$ cat config.mk
export PLATFORM = sky130hd
export DESIGN_NAME = rgmii_tx_fmt
export DESIGN_NICKNAME = d
export VERILOG_FILES = /design/src/rtl/rgtx_pkg.sv /design/src/rtl/rgtx_pace.sv /design/src/rtl/rgtx_clkgen.sv /design/src/rtl/rgtx_lane.sv /design/src/rtl/rgmii_tx_fmt.sv
export SDC_FILE = /design/constraint.sdc
export NUM_CORES = 1
export LEC_CHECK = 0
export ABC_AREA = 1
export BUFFER_PORTS_ARGS = -buffer_cell sky130_fd_sc_hd__clkbuf_2
export CORE_MARGIN = 4
export CORE_UTILIZATION = 54
export DETAILED_ROUTE_END_ITERATION = 6
export PLACE_DENSITY_LB_ADDON = 0.1
export SKIP_CTS_REPAIR_TIMING = 1
export SYNTH_ARGS = -nofsm -noshare
export SYNTH_HDL_FRONTEND = slang
export SYNTH_SLANG_ARGS = --single-unit
$ cat constraint.sdc
create_clock -name clk_ref -period 2.9 [get_ports clk_ref]
set_input_delay 0.58 -clock clk_ref [delete_from_list [all_inputs] [get_ports clk_ref]]
set_output_delay 0.58 -clock clk_ref [all_outputs]
set_load 0.01 [all_outputs]
$ cat src/rtl/rgtx_pkg.sv
package rgtx_pkg;

   typedef enum logic [1:0] {
      SPD_10   = 2'b00,
      SPD_100  = 2'b01,
      SPD_1000 = 2'b10
   } spd_e;

   function automatic spd_e spd_decode(input logic [1:0] sel);
      if (sel[1])      return SPD_1000;
      else if (sel[0]) return SPD_100;
      else             return SPD_10;
   endfunction

endpackage

$ cat src/rtl/rgtx_pace.sv
module rgtx_pace
   import rgtx_pkg::*;
#(
   parameter int DIV_100 = 5,
   parameter int DIV_10  = 50,
   parameter int CW      = 6
) (
   input  logic          clk,
   input  logic          rst_n,
   input  logic [1:0]    speed_sel,
   input  logic          speed_match,
   output logic          run_q,
   output spd_e          spd_q,
   output logic [CW-1:0] cnt_q,
   output logic [CW-1:0] per_q,
   output logic          load
);

   logic          run_d;
   spd_e          spd_d;
   logic [CW-1:0] cnt_d;
   logic          last;

   always_comb begin
      unique case (spd_q)
         SPD_1000: per_q = CW'(1);
         SPD_100:  per_q = CW'(DIV_100);
         default:  per_q = CW'(DIV_10);
      endcase
   end

   assign last = (cnt_q == CW'(per_q - 1'b1));

   always_comb begin
      run_d = run_q;
      spd_d = spd_q;
      cnt_d = cnt_q;
      if (!run_q) begin
         if (speed_match) begin
            run_d = 1'b1;
            spd_d = spd_decode(speed_sel);
            cnt_d = '0;
         end
      end else if (last) begin
         cnt_d = '0;
         if (!(speed_match && (spd_decode(speed_sel) == spd_q)))
            run_d = 1'b0;
      end else begin
         cnt_d = CW'(cnt_q + 1'b1);
      end
   end

   assign load = run_d && (cnt_d == '0);

   always_ff @(posedge clk) begin
      if (!rst_n) begin
         run_q <= 1'b0;
         spd_q <= SPD_10;
         cnt_q <= '0;
      end else begin
         run_q <= run_d;
         spd_q <= spd_d;
         cnt_q <= cnt_d;
      end
   end

   // a period that has not reached its last cycle always goes on
   a_r8_full_period: assert property (@(posedge clk) disable iff (!rst_n)
      (run_q && !last) |=> (run_q && $stable(spd_q)));

   // starting needs confirmation at the edge
   a_r9_needs_match: assert property (@(posedge clk) disable iff (!rst_n)
      $rose(run_q) |-> $past(speed_match));

   // a start always lands on phase zero
   a_r9_start_phase: assert property (@(posedge clk) disable iff (!rst_n)
      $rose(run_q) |-> (cnt_q == '0));

endmodule

$ cat src/rtl/rgtx_clkgen.sv
module rgtx_clkgen #(
   parameter int CW = 6
) (
   input  logic          clk,
   input  logic          rst_n,
   input  logic          run,
   input  logic [CW-1:0] cnt,
   input  logic [CW-1:0] per,
   output logic          txc_rise,
   output logic          txc_fall
);

   logic [CW:0] slot_r;
   logic [CW:0] slot_f;
   logic [CW:0] per_x;

   assign slot_r = {cnt, 1'b0};
   assign slot_f = {cnt, 1'b1};
   assign per_x  = {1'b0, per};

   assign txc_rise = run && (slot_r < per_x);
   assign txc_fall = run && (slot_f < per_x);

   // a high second half never follows a low first half (no runt pulse)
   a_r3_no_runt: assert property (@(posedge clk) disable iff (!rst_n)
      txc_fall |-> txc_rise);

   // every run begins with the clock high
   a_r9_first_high: assert property (@(posedge clk) disable iff (!rst_n)
      $rose(run) |-> txc_rise);

endmodule

$ cat src/rtl/rgtx_lane.sv
module rgtx_lane #(
   parameter int NIB = 4
) (
   input  logic             clk,
   input  logic             rst_n,
   input  logic             load,
   input  logic             run,
   input  logic             fast,
   input  logic [2*NIB-1:0] tx_data,
   input  logic             tx_en,
   input  logic             tx_err,
   output logic [NIB-1:0]   txd_rise,
   output logic [NIB-1:0]   txd_fall,
   output logic             txctl_rise,
   output logic             txctl_fall
);

   logic [2*NIB-1:0] dat_q;
   logic             en_q;
   logic             err_q;

   always_ff @(posedge clk) begin
      if (!rst_n) begin
         dat_q <= '0;
         en_q  <= 1'b0;
         err_q <= 1'b0;
      end else if (load) begin
         dat_q <= tx_data;
         en_q  <= tx_en;
         err_q <= tx_err;
      end
   end

   assign txd_rise   = run ? dat_q[NIB-1:0] : '0;
   assign txd_fall   = !run ? '0 : (fast ? dat_q[2*NIB-1:NIB] : dat_q[NIB-1:0]);
   assign txctl_rise = run && en_q;
   assign txctl_fall = run && (en_q ^ err_q);

   // without a capture, a running lane holds its levels
   a_r10_hold: assert property (@(posedge clk) disable iff (!rst_n)
      (run && $past(run) && !$past(load)) |->
         ($stable(txd_rise) && $stable(txd_fall) && $stable(txctl_rise)));

endmodule

$ cat src/rtl/rgmii_tx_fmt.sv
module rgmii_tx_fmt
   import rgtx_pkg::*;
#(
   parameter int REF_MHZ = 125,
   parameter int NIB     = 4
) (
   input  logic             clk_ref,
   input  logic             rst_n,
   input  logic [1:0]       speed_sel,
   input  logic             speed_match,
   input  logic [2*NIB-1:0] tx_data,
   input  logic             tx_en,
   input  logic             tx_err,
   output logic             data_ready,
   output logic             txc_rise,
   output logic             txc_fall,
   output logic [NIB-1:0]   txd_rise,
   output logic [NIB-1:0]   txd_fall,
   output logic             txctl_rise,
   output logic             txctl_fall
);

   localparam int DIV_100 = REF_MHZ / 25;
   localparam int DIV_10  = (REF_MHZ * 2) / 5;
   localparam int CW      = $clog2(DIV_10 + 1);

   generate
      if (REF_MHZ % 25 != 0) begin : g_bad_ref
         $error("REF_MHZ must be a multiple of 25");
      end
      if (DIV_100 < 2) begin : g_bad_div
         $error("REF_MHZ too low for the 100 Mb/s clock");
      end
      if (NIB < 1) begin : g_bad_nib
         $error("NIB must be at least 1");
      end
   endgenerate

   logic          run_q;
   spd_e          spd_q;
   logic [CW-1:0] cnt_q;
   logic [CW-1:0] per_q;
   logic          load;

   rgtx_pace #(.DIV_100(DIV_100), .DIV_10(DIV_10), .CW(CW)) u_pace (
      .clk         (clk_ref),
      .rst_n       (rst_n),
      .speed_sel   (speed_sel),
      .speed_match (speed_match),
      .run_q       (run_q),
      .spd_q       (spd_q),
      .cnt_q       (cnt_q),
      .per_q       (per_q),
      .load        (load)
   );

   rgtx_clkgen #(.CW(CW)) u_clk (
      .clk      (clk_ref),
      .rst_n    (rst_n),
      .run      (run_q),
      .cnt      (cnt_q),
      .per      (per_q),
      .txc_rise (txc_rise),
      .txc_fall (txc_fall)
   );

   rgtx_lane #(.NIB(NIB)) u_lane (
      .clk        (clk_ref),
      .rst_n      (rst_n),
      .load       (load),
      .run        (run_q),
      .fast       (spd_q == SPD_1000),
      .tx_data    (tx_data),
      .tx_en      (tx_en),
      .tx_err     (tx_err),
      .txd_rise   (txd_rise),
      .txd_fall   (txd_fall),
      .txctl_rise (txctl_rise),
      .txctl_fall (txctl_fall)
   );

   assign data_ready = run_q && (cnt_q == '0);

   // at divided speeds the strobe lasts a single cycle per period
   a_r7_single_ready: assert property (@(posedge clk_ref) disable iff (!rst_n)
      (data_ready && (spd_q != SPD_1000)) |=> !data_ready);

   // the strobe coincides with a clock rising edge
   a_r7_ready_on_rise: assert property (@(posedge clk_ref) disable iff (!rst_n)
      data_ready |-> txc_rise);

   // a parked clock produces no data or control
   a_r1_parked_quiet: assert property (@(posedge clk_ref) disable iff (!rst_n)
      !txc_rise |-> (!data_ready && (spd_q == SPD_1000 || !txctl_rise || run_q)));

endmodule

After elaboration in Yosys (flattened, before gate mapping)
Index checks and enable logic that the tools add are counted.
{"block": "totals", "in_bits": 15, "out_inout_bits": 13, "wordCells": 41, "regBits": 19}
{"block": "classes", "eq_ne": 4, "order_cmp": 2, "n_mux": 15, "bitwise": 2, "add_sub_neg": 2, "n_reduce_logical": 10}
{"cell": "$mux W6", "count": 3}
{"cell": "$lt A7 B6 Y1", "count": 2}
{"cell": "$logic_not A6 Y1", "count": 2}
{"cell": "$mux W4", "count": 3}
{"cell": "$pmux W6 S2", "count": 1}
{"cell": "$logic_and A1 B1 Y1", "count": 7}
{"cell": "$add A6 B1 Y6 const B", "count": 1}
{"cell": "$eq A6 B6 Y1", "count": 1}
{"cell": "$mux W2", "count": 3}
{"cell": "$sub A6 B1 Y6 const B", "count": 1}
{"cell": "$mux W1", "count": 5}
{"cell": "$eq A2 B1 Y1 const B", "count": 1}
{"cell": "$eq A2 B2 Y1", "count": 1}
{"cell": "$eq A2 B2 Y1 const B", "count": 1}
{"cell": "$reduce_and A2 Y1", "count": 1}
{"cell": "$not A1 Y1", "count": 1}
{"cell": "$xor A1 B1 Y1", "count": 1}

Depth between registers and ports, before layout
Gate-level depths: netlist of the first run.
{"block": "logic_depth", "word_depth": 12, "ltp_mapped": 15, "ltp_nobuf": 15}

Modules after synthesis
From an unflattened synthesis of the first run, not the netlist that was laid out.
{"block": "unflattened", "hier_cells": 246, "hier_area_um2": 1421.4}
{"module": "rgtx_pace", "cells_per_inst": 107, "area_each_um2": 633.1, "seq_area_each_um2": 180.2, "instances": 1}
{"module": "rgtx_lane", "cells_per_inst": 99, "area_each_um2": 565.5, "seq_area_each_um2": 200.2, "instances": 1}
{"module": "rgtx_clkgen", "cells_per_inst": 31, "area_each_um2": 182.7, "seq_area_each_um2": 0.0, "instances": 1}
{"module": "rgmii_tx_fmt", "cells_per_inst": 9, "area_each_um2": 40.0, "seq_area_each_um2": 0.0, "instances": 1}

Worst setup path after synthesis of the first run
No wires, ideal clock.
{"block": "synth_timing", "kind": "register -> output", "from": "register u_pace.spd_q[0]", "to": "output txc_fall", "t_required_ps": 2320, "setup_slack_ps": 548, "path_buffers": 0, "path_stages_with_launch": 8, "t_arrival_ps": 1772, "path_cell_list": "dfxtp_1 inv_1 ha_1 inv_1 ha_1 a2111oi_0 o21ai_0 nor2_1"}
{"block": "synth_between", "elab_chain_cells": 4, "elab_cells_between_ends": 5, "cone_classes": "order compare: 1; eq/ne: 2; mux: 1; reduce/logical: 1"}
{"item": "start: declaration", "line": "rgtx_pace.sv:13", "rtl": "output spd_e spd_q,"}
{"item": "start signal: assignment", "line": "rgtx_pace.sv:62", "rtl": "spd_q <= spd_d;"}
{"item": "$eq A2 B1 Y1 / $eq A2 B2 Y1 (equally long branches)", "line": "rgtx_pace.sv:25", "rtl": "unique case (spd_q)"}
{"item": "$pmux W6 S2 (*)", "line": "rgtx_pace.sv:25"}
{"item": "$lt A7 B6 Y1 (*)", "line": "rgtx_clkgen.sv:22", "rtl": "assign txc_fall = run && (slot_f < per_x);"}
{"item": "$logic_and A1 B1 Y1 (*)", "line": "rgtx_clkgen.sv:22"}
{"item": "end: declaration", "line": "rgmii_tx_fmt.sv:16", "rtl": "output logic txc_fall,"}
Mark *: on every way between the ends. The rest lies on a longest branch, timed or not.

Worst setup path in the final report of the first run
{"block": "layout_timing", "from": "register u_pace.spd_q[0]", "to": "output txc_rise"}
{"block": "layout_between", "elab_chain_cells": 4, "elab_cells_between_ends": 5, "cone_classes": "order compare: 1; eq/ne: 2; mux: 1; reduce/logical: 1"}
{"item": "$eq A2 B1 Y1 / $eq A2 B2 Y1 (equally long branches)", "line": "rgtx_pace.sv:25"}
{"item": "$pmux W6 S2 (*)", "line": "rgtx_pace.sv:25"}
{"item": "$lt A7 B6 Y1 (*)", "line": "rgtx_clkgen.sv:21", "rtl": "assign txc_rise = run && (slot_r < per_x);"}
{"item": "$logic_and A1 B1 Y1 (*)", "line": "rgtx_clkgen.sv:21"}
{"item": "end: declaration", "line": "rgmii_tx_fmt.sv:15", "rtl": "output logic txc_rise,"}
Marked as above.

==> key figures, run 1 <==
Clock tree
  • Max clock buf depth: 2
  • CTS Buf Count: 3
  • Clock-pin transition on the worst setup and hold timing paths: 0.11 ns
  • CTS tree: yes
  • Worst-skew pair later-pin latency: 0.30 ns
  • CTS H-Tree Depth: 1
  • Clock Tree Root: clkbuf_4
  • Clock sink count: 19

Worst setup path
  • Crit-path max FO: 4
  • CP top delay family: adder cells
  • Buffers & Inverters on Critical Path: 3
  • Kind of end point of the critical path: output port
  • Slowest cell on crit path: dfxtp_2
  • R2r startpoint: u_pace.spd_q[0]
  • Critical path origin: u_pace.spd_q[0]
  • Cells along the critical path: inv_1 -> ha_4 -> inv_1 -> ha_4 -> a2111oi_1 -> o21ai_1 -> nor2_1 -> clkbuf_2
  • WP data required: 2.32 ns
  • Crit path DAT: 2.12 ns
  • Setup CP Type: flip-flop to output port
  • Max stage delay on crit path: 0.37 ns
  • CP startpoint kind: flip-flop

Logic synthesis
  • Area leader, netlist: dfxtp_1
  • Yosys cell types: 28
  • Post-Syn Nets: 235
  • Synth area leaders: dfxtp_1 (28%), nor2_1 (12%), nand2_1 (11%)
  • Asr flop ratio synth: 0
  • Main synth FF type: dfxtp_1
  • Post-synth EDFFs: 0
  • Register area share after synthesis: 0.279
  • Most common cell in the netlist: nor2_1
  • Cell Area, Synth: 1370 sq um
  • Synth Register Bits: 19
  • Post-Syn Instances: 211
  • Synth cell count leaders: nor2_1 (42), nand2_1 (40), inv_1 (33)
  • Synth warnings: 0
  • Syn Area/Cell: 6.47 sq um
  • Synth top area share: 0.279

Timing
  • Final Hold Viols: 0
  • Final worst-path cycle share: 0.931
  • Post-layout minimum cycle time: 2.70 ns
  • Slew margin rel.: 0.736
  • Slew Limit Fails: 0
  • Max Freq: 0.370 GHz
  • Final count of negative-setup-slack endpoints: 0
  • Worst-Margin Slew: 0.395 ns
  • Clock skew: 0.000850 ns
  • RSZ-0062 raised after global routing: false

Layout
  • Fillers: 226
  • Final core occ: 0.679
  • Final #Nets: 264
  • P&R area growth vs syn: 15.3%
  • Antenna diodes: 0
  • Final instance area: 1570 sq um
  • Layout cells sized above 1: 0.226

Run status
  • Status: complete, no violations

Die
  • Total core area: 2320 sq um
  • Die Height: 58.3 microns
  • Io pins: 28
  • Starting density of the core: 0.589
  • Rows: 17
  • Die area: 3400 sq um
  • Die W: 58.3 microns

Detailed routing
  • Routed vias/inst: 5.19
  • Post-route antenna net violation count: 0
  • TritonRoute pass-1 iters: 4
  • Routed len/inst: 11.7 microns
  • DRT iter0 DRCs: 49
  • Residual DRC count: 0
  • WL final: 3.11 mm
  • Via count: 1,387

Global routing
  • Pin count of the biggest net entering global routing: 19
  • All-Layer GR Usage: 0.202
  • Vias in the first global route: 1,266
  • Grt ovf: 0
  • First-pass GRT wire length: 5.40 mm
  • Initial antenna violation count: 0

Place
  • Dpl hpwl: 2.51 mm
  • IO buf count: 27
  • Routability cong.: 0.891
  • Placed cell area: 1520 sq um

Hold path
  • Min-Delay Startpoint: u_lane.dat_q[7]
  • Hold Path Class: flip-flop to flip-flop

Pwr
  • Leak: 0.858 nW
  • Power Density: 423 nW/um^2
  • Worst vdd ir: 350 uV

Job
  • Max-Cap Viols: 0
-- report_power, final --
part           internal (mW)  total (mW)  switching, mW
clock network         0.0513       0.138         0.0866
logic                 0.0879       0.219          0.131
registers              0.288       0.309         0.0204
total                  0.428       0.666          0.238
-- layer usage --
layer  global-route usage  wire length (microns)  vias to the layer above
li1                     -                      -                      716
met1                0.275                   1410                      614
met2                0.327                   1430                       51
met3               0.0312                    225                        6
met4               0.0563                     40                        0
met5                    0                      0                        -
-- final cells by class --
type                    instances  area [sq um]  share of cell area
well taps                      28          35.0              0.0223
clock inverters                 1          5.00             0.00318
inverters                      36           135              0.0859
repair buffers                 28           143              0.0906
flip-flops and latches         19           382               0.242
multi-input cells             152           852               0.541
clock buffers                   3          22.5              0.0143
-- worst reg2reg max path, stage by stage, from the launching register on --
cell and delay (ns):
dfxtp_2 0.37, inv_1 0.08, ha_4 0.29, inv_1 0.10, ha_4 0.30, nand2_1 0.06, nor2_2 0.11, nand3_2 0.15
nand2_1 0.14, nand2_1 0.08, nand2_2 0.11, nand2_2 0.08, nor2_4 0.21, nand3_1 0.12, nand2_1 0.09, nor2_1 0.04
-- cells in the final DEF (no fill, tap or decap), drive strengths merged --
master / synthesis / final
a21oi: 8 / 8
dfxtp: 19 / 19
a2111oi: 1 / 1
nor2: 48 / 48
clkinv: 0 / 1
clkbuf: 1 / 30
o21ai: 8 / 8
xor2: 1 / 1
nor3: 1 / 1
inv: 36 / 36
nand2: 45 / 45
o21bai: 1 / 1
nand4: 4 / 4
a21boi: 1 / 1
buf: 3 / 1
a211oi: 1 / 1
ha: 9 / 9
xnor2: 2 / 2
nand3: 22 / 22
-- kinds of logic after synthesis --
kind of cell / share of synthesized area
fa+ha+maj: 0.0825
simple gates: 0.416
flops: 0.279
buf+inv: 0.116
compound gates: 0.0816
xor+xnor: 0.0248
-- final timing paths --
| path | slack (ns) | endpoint | cells past startpoint |
|---|---|---|---|
| max reg2reg | 0.48 | u_lane.err_q | 15 |
| min | 0.50 | u_lane.dat_q[7] | 2 |
| max | 0.20 | txc_rise | 8 |
| min reg2reg | 0.50 | u_lane.dat_q[7] | 2 |
-- per-stage QoR --
step	hold slack [ns]	setup slack (ns)	setup TNS (ns)	power, mW	std cells
after floorplan	0.456	0.548	0	0.467	211
after global placement	0.467	0.411	0	0.518	263
final	0.495	0.200	0	0.666	267
after CTS	0.499	-0.0253	-0.0468	0.659	267
after detailed placement	0.480	0.322	0	0.525	263
after global routing	0.517	0.0713	0	0.720	267
-- state kept, by name, indices dropped and copies added (netlist names) --
register,flops
u_pace.spd_q,2
u_lane.en_q,1
u_lane.err_q,1
u_pace.run_q,1
u_lane.dat_q,8
u_pace.cnt_q,6
No activity file was read; power rests on OpenSTA's default activity.
==> run 2: changes to the inputs <==
--- a/config.mk
+++ b/config.mk
@@ -9,6 +9,7 @@
 export BUFFER_PORTS_ARGS = -buffer_cell sky130_fd_sc_hd__clkbuf_2
 export CORE_MARGIN = 4
 export CORE_UTILIZATION = 54
+export CTS_BUF_LIST = sky130_fd_sc_hd__clkbuf_8 sky130_fd_sc_hd__clkbuf_16
 export DETAILED_ROUTE_END_ITERATION = 6
 export PLACE_DENSITY_LB_ADDON = 0.1
 export SKIP_CTS_REPAIR_TIMING = 1
==> constraint.sdc (replaced) <==
create_clock -name clk_ref -period 2.9 [get_ports clk_ref]
set_input_delay 0.145 -clock clk_ref [delete_from_list [all_inputs] [get_ports clk_ref]]
set_output_delay 0.145 -clock clk_ref [all_outputs]
set_load 0.01 [all_outputs]
==> run 2 against run 1 <==
  * Register-to-register slack worse by 0.02 ns
  * Maximum frequency up 11%
  * Final area fell by 1.0%
  * Wire length shrank 5.7%
  * Sequential share of layout area rose by 0.17 points
  * Worst hold slack worse by 0.32 ns
  * Global-route usage fell by 1.8 points
  * First-iteration DRC count stayed put
  * Power is 4.6% higher
  * Sequential power is 2% higher
  * Clock skew grew 0.0061 ns
  * Critical path type is now flip-flop to flip-flop
==> key figures, run 2 (synthesis gave the netlist of run 1 again) <==
Global routing
  • First-pass GRT wire length: 4.97 mm
  • Layer with the highest usage: met2
  • Vias in the first global route: 1,129
  • Pin count of the biggest net entering global routing: 20
  • Met1 usage: 0.256
  • Met2 Use GR: 0.297
  • Initial antenna violation count: 0
  • Grt ovf: 0
  • All-Layer GR Usage: 0.183
  • M3 GR Usage: 0.0401

Die
  • Io pins: 28
  • Rows: 17
  • Die W: 58.3 microns
  • Total core area: 2320 sq um
  • Die area: 3400 sq um
  • Starting density of the core: 0.589
  • Die Height: 58.3 microns

Hold path
  • Hold Path Class: input port to flip-flop

Run status
  • Status: complete, no violations

Clock tree
  • Max clock buf depth: 2
  • Clock Tree Root: clkbuf_8
  • Clock-pin transition on the worst setup and hold timing paths: 0.07 ns
  • CTS tree: yes
  • Worst-skew pair later-pin latency: 0.26 ns
  • CTS Buf Count: 3
  • CTS H-Tree Depth: 1
  • Clock sink count: 19

Layout
  • Most frequent cells in the layout: nor2_1 (42), nand2_1 (40), inv_1 (33)
  • Top Registers: u_lane.dat_q: 8 flops, u_pace.cnt_q: 6 flops, u_pace.spd_q: 2 flops
  • Sequential cell area: 380 sq um
  • Most common cell after layout, fill and taps aside: nor2_1
  • Largest register by flop count: u_lane.dat_q
  • Final #Nets: 263
  • Max FFs per register: 8
  • Fillers: 234
  • Non-filler cells in the finished layout: 266
  • Area of the multi-input gates: 826 sq um
  • P&R area growth vs syn: 14.1%
  • Layout cells sized above 1: 0.210
  • Antenna diodes: 0

Worst setup path
  • Crit-path max FO: 10
  • R2r setup slk: 0.46 ns
  • R2r startpoint: u_pace.spd_q[0]
  • Crit path DAT: 2.60 ns
  • CP startpoint kind: flip-flop
  • Kind of end point of the critical path: flip-flop
  • Critical path origin: u_pace.spd_q[0]
  • Worst Setup EP: u_lane.dat_q[7]
  • Reg-to-reg endpoint: u_lane.dat_q[7]
  • Worst-case reg-to-reg path depth: 15
  • WP data required: 3.06 ns
  • Setup CP Type: flip-flop to flip-flop

Timing
  • Final Hold Viols: 0
  • Clock skew: 0.00699 ns
  • Slew Limit Fails: 0
  • Post-layout minimum cycle time: 2.44 ns
  • RSZ-0062 raised after global routing: false
  • Final count of negative-setup-slack endpoints: 0
  • Worst-Margin Slew: 0.613 ns
  • Final worst-path cycle share: 0.842
  • Max Freq: 0.410 GHz
  • Setup TNS: 0 ns
  • Slew margin rel.: 0.591

Pwr
  • Worst vdd ir: 398 uV
  • Final Power: 0.697 mW
  • Leak: 0.862 nW
  • Power Density: 447 nW/um^2

Job
  • Max-Cap Viols: 0

Detailed routing
  • Routed vias/inst: 4.97
  • Routed len/inst: 11.0 microns
  • TritonRoute pass-1 iters: 4
  • Via count: 1,322
  • Residual DRC count: 0
  • DRT iter0 DRCs: 49
  • Post-route antenna net violation count: 0
  • WL final: 2.93 mm

Place
  • Dpl hpwl: 2.37 mm
  • Routability cong.: 0.878
  • IO buf count: 27
  • Placed Cells: 262
-- run 2: metrics by stage --
| stage | hold WS (ns) | instance area [sq um] | worst slack [ns] | utilization |
|---|---|---|---|---|
| 6_report | 0.180 | 1560 | 0.458 | 0.672 |
| 3_5_place_dp | 0.449 | 1510 | 0.491 | 0.652 |
| 4_1_cts | 0.179 | 1560 | 0.444 | 0.672 |
| 5_1_grt | 0.211 | 1560 | 0.153 | 0.672 |
| 3_3_place_gp | 0.435 | 1510 | 0.547 | 0.652 |
| 2_1_floorplan | 0.283 | 1370 | 0.702 | - |
-- run 2: per-layer routing --
| metal | up-vias | part of all wire |
|---|---|---|
| li1 | 709 | - |
| met1 | 585 | 0.50 |
| met2 | 26 | 0.45 |
| met3 | 2 | 0.048 |
| met4 | 0 | 0.0034 |
| met5 | - | 0 |
-- run 2: worst min path at each step --
stage	end	start	slack [ns]	cells past startpoint
final	u_pace.spd_q[0]	speed_sel[0]	0.18	3
after floorplan	u_pace.spd_q[1]	rst_n	0.28	2
after global routing	u_lane.dat_q[5]	tx_data[5]	0.21	5
after global placement	u_pace.spd_q[0]	speed_sel[0]	0.43	3
after detailed placement	u_pace.spd_q[0]	speed_sel[0]	0.45	3
after CTS	u_pace.spd_q[0]	speed_sel[0]	0.18	3
-- run 2: power breakdown --
group	switching, mW	internal [mW]
clock	0.0852	0.0954
combinational	0.121	0.0804
sequential	0.0265	0.288
total	0.233	0.464
-- run 2: worst max-delay path, stage by stage (launching register included) --
cell and delay (ns):
dfxtp_1 0.37, inv_1 0.08, ha_1 0.33, inv_1 0.10, ha_1 0.34, nand2_1 0.07
nor2_2 0.11, nand3_2 0.13, nand2_1 0.12, nand2_1 0.08, nand2_2 0.11, nand2_2 0.08
nor2_4 0.20, nand3_1 0.11, nand2_1 0.08, nor2_1 0.04
-- run 2: cell type report --
class	count	area share
Inverter	36	0.0867
Clock buffer	3	0.0265
Clock inverter	1	0.00321
Sequential cell	19	0.244
Tap cell	28	0.0225
Multi-Input combinational cell	152	0.530
Timing Repair Buffer	27	0.0867
==> run 3: changes to the inputs <==
--- a/config.mk
+++ b/config.mk
@@ -5,10 +5,10 @@
 export SDC_FILE = /design/constraint.sdc
 export NUM_CORES = 1
 export LEC_CHECK = 0
-export ABC_AREA = 1
+export ABC_AREA = 0
 export BUFFER_PORTS_ARGS = -buffer_cell sky130_fd_sc_hd__clkbuf_2
 export CORE_MARGIN = 4
-export CORE_UTILIZATION = 54
+export CORE_UTILIZATION = 53
 export CTS_BUF_LIST = sky130_fd_sc_hd__clkbuf_8 sky130_fd_sc_hd__clkbuf_16
 export DETAILED_ROUTE_END_ITERATION = 6
 export PLACE_DENSITY_LB_ADDON = 0.1
==> constraint.sdc (replaced) <==
create_clock -name clk_ref -period 2.5 [get_ports clk_ref]
set_input_delay 0.125 -clock clk_ref [delete_from_list [all_inputs] [get_ports clk_ref]]
set_output_delay 0.125 -clock clk_ref [all_outputs]
set_load 0.01 [all_outputs]
==> run 3 against run 2 <==
  * The flow now finishes with violations (setup timing)
  * Sequential power rose by 8.6%
  * Die area fell by 3.2%
  * Clock-buffer cell count unchanged
  * Synthesized area decreased by 5.5%
  * Sequential share of layout area down 0.47 points
  * Final area up 2.7%
  * Setup slack got worse by 0.51 ns
  * Global-route usage about the same
  * Critical path depth fell by 5
  * Worst hold slack got worse by 0.081 ns
  * Synthesized cell count down 27%
  * Critical endpoint is now u_lane.dat_q[5]
  * Largest cell class unchanged
==> key figures, run 3 <==
Run status
  • Status: finished with violations
  • Failing checks: setup timing

Worst setup path
  • R2r setup slk: -0.05 ns
  • Crit path DAT: 2.73 ns
  • Setup CP Type: flip-flop to flip-flop
  • Crit-path max FO: 6
  • Kind of end point of the critical path: flip-flop
  • CP startpoint kind: flip-flop
  • WP data required: 2.68 ns

Logic synthesis
  • Multiplexer share of the synthesized area: 0.109
  • Post-Syn Instances: 153
  • Syn Area/Cell: 8.43 sq um
  • Synth Area in XOR/XNOR: 0.0204
  • Synth area leaders: dfxtp_1 (29%), mux2i_1 (11%), ha_1 (8.7%)
  • Post-synthesis simple-gate area fraction: 0.274
  • Register area share after synthesis: 0.295
  • Adder-cell area share of the yosys netlist: 0.0873
  • Synth warnings: 0
  • Synth top area share: 0.295
  • Yosys cell types: 44
  • Post-synth EDFFs: 0
  • Main synth FF type: dfxtp_1
  • Combinational family with the most area after synthesis: simple AND/OR/NAND/NOR gates
  • Compound-Gate Fraction of Synth Area: 0.147
  • Most common cell in the netlist: nand2_1
  • Synth Register Bits: 19
  • Cell Area, Synth: 1290 sq um
  • Synth cell count leaders: nand2_1 (26), dfxtp_1 (19), mux2i_1 (14)
  • Post-Syn Nets: 177
  • Area leader, netlist: dfxtp_1
  • Asr flop ratio synth: 0

Timing
  • Clock skew: 0.00271 ns
  • Worst-Margin Slew: 0.511 ns
  • Slew margin rel.: 0.655
  • Final worst-path cycle share: 1.02
  • Slew Limit Fails: 0
  • Slack of the critical path: -0.0515 ns
  • Final count of negative-setup-slack endpoints: 10
  • Final Hold Viols: 0
  • RSZ-0062 raised after global routing: true
  • Post-layout minimum cycle time: 2.55 ns
  • Max Freq: 0.392 GHz

Place
  • Placed cell area: 1500 sq um
  • IO buf count: 27
  • Routability cong.: 0.863
  • Place WS: -0.0239 ns
  • Dpl hpwl: 2.25 mm

Hold path
  • Hold Path Class: input port to flip-flop

Die
  • Rows: 17
  • Die area: 3290 sq um
  • Io pins: 28
  • Die Height: 57.3 microns
  • Die W: 57.3 microns
  • Starting density of the core: 0.572
  • Total core area: 2250 sq um

Job
  • Max-Cap Viols: 0

Global routing
  • Pin count of the biggest net entering global routing: 25
  • Grt ovf: 0
  • Initial antenna violation count: 0
  • First-pass GRT wire length: 4.85 mm
  • Vias in the first global route: 1,138
  • All-Layer GR Usage: 0.183

Layout
  • Final instance area: 1600 sq um
  • Antenna diodes: 0
  • Max FFs per register: 8
  • Final #Nets: 215
  • Most common cell after layout, fill and taps aside: clkbuf_2
  • Top Registers: u_lane.dat_q: 8 flops, u_pace.cnt_q: 6 flops, u_pace.spd_q: 2 flops
  • P&R area growth vs syn: 24.0%
  • Layout cells sized above 1: 0.289
  • Most frequent cells in the layout: clkbuf_2 (27), nand2_1 (26), dfxtp_1 (17)
  • Largest register by flop count: u_lane.dat_q

Detailed routing
  • WL final: 2.89 mm
  • Routed len/inst: 13.3 microns
  • Via count: 1,185
  • DRT iter0 DRCs: 32
  • TritonRoute pass-1 iters: 4
  • Residual DRC count: 0
  • Post-route antenna net violation count: 0
  • Routed vias/inst: 5.44

Clock tree
  • Clock sink count: 19
  • Max clock buf depth: 2
  • CTS Buf Count: 3
  • Clock-pin transition on the worst setup and hold timing paths: 0.07 ns
  • Worst-skew pair later-pin latency: 0.25 ns
  • CTS tree: yes
  • Clock Tree Root: clkbuf_8
  • CTS H-Tree Depth: 1

Pwr
  • Leak: 0.702 nW
  • Worst vdd ir: 391 uV
  • Power Density: 473 nW/um^2
-- run 3: changes by cell type in the layout (fill, tap and decap cells not counted), moves of 5 or more --
cell,previous run,this run
and2_1,0,7
buf_4,0,12
inv_1,33,8
mux2i_1,0,14
nand2_1,40,26
nand2_2,5,0
nand3_1,18,2
nor2_1,42,12
o21ai_0,8,2
-- run 3: metal layers --
layer / vias to the layer above / part of all wire / global-route usage
met5: - / 0 / 0
met4: 0 / 0.010 / 0.0530
li1: 610 / - / -
met3: 4 / 0.039 / 0.0271
met2: 32 / 0.48 / 0.316
met1: 539 / 0.47 / 0.234
-- run 3: cells by family (layout without fill, tap and decap cells) --
group | count (synthesis) | in the layout
and+or+nand+nor | 66 | 66
AOI/OAI and AO/OA | 26 | 26
DFF | 19 | 19
buffers and inverters | 16 | 53
muxes | 14 | 14
adders and majority gates | 9 | 9
xor gates and xnor gates | 3 | 3
-- run 3: critical path: stages (launching register included) --
cell and delay [ns]:
dfxtp_2 0.33, inv_2 0.05, ha_4 0.29, inv_4 0.04, ha_4 0.27, nand4bb_4 0.10, or3_4 0.38, o221a_1 0.28
nor4_2 0.32, buf_4 0.22, mux2i_1 0.19
-- run 3: final timing paths --
check / cells after the start / start / end
max: 10 / u_pace.spd_q[0] / u_lane.dat_q[5]
min: 3 / tx_en / u_lane.en_q
max reg2reg: 10 / u_pace.spd_q[0] / u_lane.dat_q[5]
min reg2reg: 2 / u_lane.dat_q[6] / u_lane.dat_q[6]
-- run 3: per-stage QoR --
step	util	power [mW]	hold slack [ns]	TNS, ns	cells
floorplan	-	0.483	0.264	0	153
global placement	0.666	0.540	0.355	0	210
detailed placement	0.666	0.547	0.365	-0.0903	210
CTS	0.686	0.750	0.0963	-0.280	214
global route	0.709	0.804	0.115	-1.28	218
finish	0.709	0.756	0.0987	-0.260	218
-- run 3: final cells by class --
class | instances | area [sq um]
flip-flops and latches | 19 | 383
fillers | 204 | 656
well taps | 28 | 35.0
inverters | 10 | 40.0
multi-input cells | 118 | 871
repair buffers | 39 | 225
clock inverters | 1 | 3.75
clock buffers | 3 | 41.3
-- run 3: where the power goes --
part	internal, mW	total, mW	switching, mW
clock	0.109	0.201	0.0924
sequential	0.325	0.342	0.0172
combinational	0.106	0.213	0.107
